File: config.mk
export PLATFORM = sky130hd
export DESIGN_NAME = burst_addr_gen
export DESIGN_NICKNAME = d
export VERILOG_FILES = /design/src/rtl/burst_pkg.sv /design/src/rtl/burst_ctrl.sv /design/src/rtl/burst_dp.sv /design/src/rtl/burst_addr_gen.sv
export SDC_FILE = /design/constraint.sdc
export NUM_CORES = 1
export LEC_CHECK = 0
export ABC_CLOCK_PERIOD_IN_PS = 1430
export BUFFER_PORTS_ARGS = -buffer_cell sky130_fd_sc_hd__buf_2
export CAP_MARGIN = 0
export CORE_UTILIZATION = 35
export DETAILED_ROUTE_END_ITERATION = 7
export PLACE_DENSITY = 0.71
export REMOVE_ABC_BUFFERS = 1
export SLEW_MARGIN = 40
export SYNTH_ARGS = -nofsm -noshare
export SYNTH_HDL_FRONTEND = slang
export SYNTH_SLANG_ARGS = --single-unit
File: constraint.sdc
create_clock -name clk -period 1.43 [get_ports clk]
set_clock_uncertainty 0.2 [all_clocks]
set_input_delay 0.143 -clock clk [delete_from_list [all_inputs] [get_ports clk]]
set_output_delay 0.143 -clock clk [all_outputs]
set_load 0.01 [all_outputs]
File: src/rtl/burst_pkg.sv
package burst_pkg;
  localparam int OFF_W = 2;

  typedef struct packed {
    logic load;
    logic step;
  } burstStrobes_t;
endpackage

File: src/rtl/burst_ctrl.sv
module burst_ctrl
  import burst_pkg::*;
(
  input  logic          loadProcN,
  input  logic          loadCtrlN,
  input  logic          stepN,
  output burstStrobes_t strobes
);
  logic anyLoad;

  // Either qualified strobe loads; both together behave like one.
  assign anyLoad = ~loadProcN | ~loadCtrlN;

  always_comb begin
    strobes.load = anyLoad;
    // A load cycle takes priority; advance is dropped there.
    strobes.step = ~stepN & ~anyLoad;
  end
endmodule

File: src/rtl/burst_dp.sv
module burst_dp
  import burst_pkg::*;
#(
  parameter int ADDR_W = 17
) (
  input  logic              clk,
  input  logic              rst,
  input  burstStrobes_t     strobes,
  input  logic [ADDR_W-1:0] addrIn,
  input  logic              orderSel,
  output logic [ADDR_W-OFF_W-1:0] upperAddr,
  output logic [OFF_W-1:0]  wordOffset
);
  localparam int UP_W = ADDR_W - OFF_W;

  logic [UP_W-1:0]  upperReg;
  logic [OFF_W-1:0] startReg;
  logic [OFF_W-1:0] stepCnt;
  logic [OFF_W-1:0] linearOff;
  logic [OFF_W-1:0] interOff;

  always_ff @(posedge clk) begin
    if (rst) begin
      upperReg <= '0;
      startReg <= '0;
      stepCnt  <= '0;
    end else if (strobes.load) begin
      upperReg <= addrIn[ADDR_W-1:OFF_W];
      startReg <= addrIn[OFF_W-1:0];
      stepCnt  <= '0;
    end else if (strobes.step) begin
      stepCnt  <= stepCnt + 1'b1;
    end
  end

  // Both orders derive from the start offset and the step count.
  assign linearOff = startReg + stepCnt;
  assign interOff  = startReg ^ stepCnt;

  assign upperAddr  = upperReg;
  assign wordOffset = orderSel ? interOff : linearOff;
endmodule

File: src/rtl/burst_addr_gen.sv
module burst_addr_gen
  import burst_pkg::*;
#(
  parameter int ADDR_W = 17
) (
  input  logic              clk,
  input  logic              rst,
  input  logic [ADDR_W-1:0] addrIn,
  input  logic              loadProcN,
  input  logic              loadCtrlN,
  input  logic              stepN,
  input  logic              orderSel,
  output logic [ADDR_W-3:0] upperAddr,
  output logic [1:0]        wordOffset
);
  burstStrobes_t strobes;

  burst_ctrl u_ctrl (
    .loadProcN (loadProcN),
    .loadCtrlN (loadCtrlN),
    .stepN     (stepN),
    .strobes   (strobes)
  );

  burst_dp #(.ADDR_W(ADDR_W)) u_dp (
    .clk        (clk),
    .rst        (rst),
    .strobes    (strobes),
    .addrIn     (addrIn),
    .orderSel   (orderSel),
    .upperAddr  (upperAddr),
    .wordOffset (wordOffset)
  );
endmodule

==> impl_metrics.ini <==
[synth]
syn-instance-count = 86
synthMuxAreaShare = 0
syn_area_um2 = 769
ys_seq_area_frac = 0.494
yosys.area_share.simple = 0.231
synth_top_cell_area_share = 0.494
synth_top_area_cell = dfxtp_1
synth_fa_ha_area_frac = 0.0163
synth_compound_area_frac = 0.159
ys.warnings.count = 0
synthXorXnorAreaFrac = 0.0341
post_synth_main_area_contributors = dfxtp_1 (49%), nand2_1 (16%), a21oi_2 (11%)
synth-seq-cells = 19
yosysUniqueCellTypes = 15
synth_top_family_by_area = simple AND/OR/NAND/NOR gates
synth_area_per_cell_um2 = 8.95

[sta]
period_needed_ps = 1540
maxSlewViolCount = 0
hold_violations = 0
timing.final.ws_setup_ps = -105
rsz0062_at_grt = yes
relSlewSlack = 0.702
fin_crit_sh = 1.07
worst_pin_slew_ps = 447
max_freq_mhz = 651
finalSetupViolCount = 1

[global_routing]
antenna_found_initial = 0
grt-ovfl-total = 0
grt_max_degree = 20
grt_pass1_wl_um = 2970
track_usage = 0.163
grt_pass1_vias = 689

[clock_network]
numCtsBuffers = 3
clk_latency_ps = 300
cts_root_buf = clkbuf_4
ctsLongestPathBuffers = 2
cts_sinks = 19
h-tree-depth = 1
clk_pin_slew_ps = 110
cts_tree = done

[place]
dpl.cell_count = 147
post-place-ws_ps = 174
dp_hpwl_um = 1150
place.gp.congestion = 0.660
place.port_buffers = 39

[layout]
final_util = 0.586
antenna_cells = 0
drive_gt1_frac = 0.434
fin_nets = 168
fill_cells = 180
syn_to_final_growth_pct = 54.0
final_cells = 170

[setup_path]
crit_required_ps = 1090
cp-start-kind = register
ff2ff_setup_slack_ps = 260
r2r-end = u_dp.stepCnt[1]$_SDFFE_PP0P_
setup.worst_path.start = u_dp.stepCnt[0]$_SDFFE_PP0P_
crit_path_end_kind = output port
crit_end = wordOffset[1]
timing.rr.start = u_dp.stepCnt[0]$_SDFFE_PP0P_
arrival_ps = 1190
worstRegToRegCells = 4
crit_fanout = 2
worstSetupPathType = register to output port

[min_path]
holdCritPathClass = input port to register

[detailed_routing]
drtAntennaViolNets = 0
viasPerCell = 4.44
first_iter_violations = 8
drc = 0
drt_pass1_iterations = 4
num_vias = 754
wirelength_um = 1840
wl_per_cell_um = 10.8

[outcome]
status = finished, violations left
violations = negative setup slack

[floorplanning]
die_h_um = 48.9
coreArea_um2 = 2020
placementRows = 16
floorplan.initialDensity = 0.381
io_pins = 40
die_area_um2 = 2390
die_w_um = 48.9

[power]
leakage_nw = 0.541
powerDensity_nw_per_um2 = 886
ir_drop_uv = 453

[flow_run]
max_cap_viol_count = 0
==> worst max-delay path: stages (launching register included) <==
cell     delay [ps]
dfxtp_2         350
ha_2            150
nor2b_4         130
xnor2_1         110
buf_2           150
==> cell usage after synthesis <==
cell and instances:
clkbuf_2 1, nor2b_1 3, ha_1 1, xnor2_1 3, and2_4 1, nor3_1 1
nand2_2 3, a21oi_1 7, nor4_1 1, nand2_1 32, buf_12 1, buf_8 1
dfxtp_1 19, a21oi_2 10, buf_2 2
==> routing by layer <==
layer	wire length (um)	up-vias	global-route usage
met2	928	27	0.301
met4	17	0	0.0735
met3	75	2	0.0218
met5	0	-	0
li1	-	391	-
met1	814	334	0.183
==> flip-flops by register name, indices dropped and copies added, names as in the netlist <==
register,cells
u_dp.startReg,2
u_dp.stepCnt,2
u_dp.upperAddr,15
==> report_power, final <==
group,switching (mW),total [mW],leakage (nW),internal [mW]
Combinational,0.0936,0.200,0.369,0.106
Sequential,0.0149,0.575,0.158,0.560
Clock,0.168,0.275,0.0139,0.106
==> cell type report <==
cell class,count,area (um^2),share of cell area
clock buffer,3,22.5,0.0190
clock inverter,1,7.51,0.00634
multi-input combinational,62,349,0.295
sequential,19,383,0.323
tap,27,33.8,0.0285
timing repair buffer,58,389,0.328
==> worst min path at each step <==
stage | startpoint | end | slack (ps) | cells past startpoint
after detailed placement | addrIn[7] | u_dp.upperAddr[5]$_SDFFE_PP0P_ | 190 | 3
after CTS | rst | u_dp.upperAddr[2]$_SDFFE_PP0P_ | 50 | 2
after floorplan | rst | u_dp.startReg[1]$_SDFFE_PP0P_ | 5 | 1
after global routing | rst | u_dp.upperAddr[11]$_SDFFE_PP0P_ | 60 | 2
after global placement | addrIn[5] | u_dp.upperAddr[3]$_SDFFE_PP0P_ | 190 | 3
final | rst | u_dp.upperAddr[2]$_SDFFE_PP0P_ | 60 | 2
==> kinds of logic (layout without fill, tap and decap cells) <==
logic type	count (synthesis)	count (layout)
compound gates	17	17
simple gates	41	41
buf+inv	5	62
xor+xnor	3	3
fa+ha+maj	1	1
flops	19	19
==> cell usage in the layout (no fill, tap or decap), drive strengths merged <==
master and count:
buf 40, nand2 35, dfxtp 19, dlygate4sd3 18, a21oi 17, xnor2 3, clkbuf 3, nor2b 3
and2 1, nor3 1, nor4 1, ha 1, clkinvlp 1
==> what timing repair did <==
item                       4_1_cts  5_1_grt
setup endpoints to repair        1        2
setup buffers                    1        0
resized for setup                5        1
hold endpoints to repair        18        0
hold buffers                    18        0
pin swaps                        2        1
cloned                           0        0
==> per-stage QoR <==
step | total power [mW] | setup TNS (ps) | hold WS [ps] | cell area (um^2)
floorplan | 0.663 | 0 | 5.44 | 719
global placement | 0.737 | 0 | 188 | 948
detailed placement | 0.743 | 0 | 194 | 948
CTS | 1.06 | -138 | 50.8 | 1180
global route | 1.11 | -173 | 61.6 | 1180
finish | 1.05 | -105 | 60.6 | 1180
(Power assumes the default switching activity.)
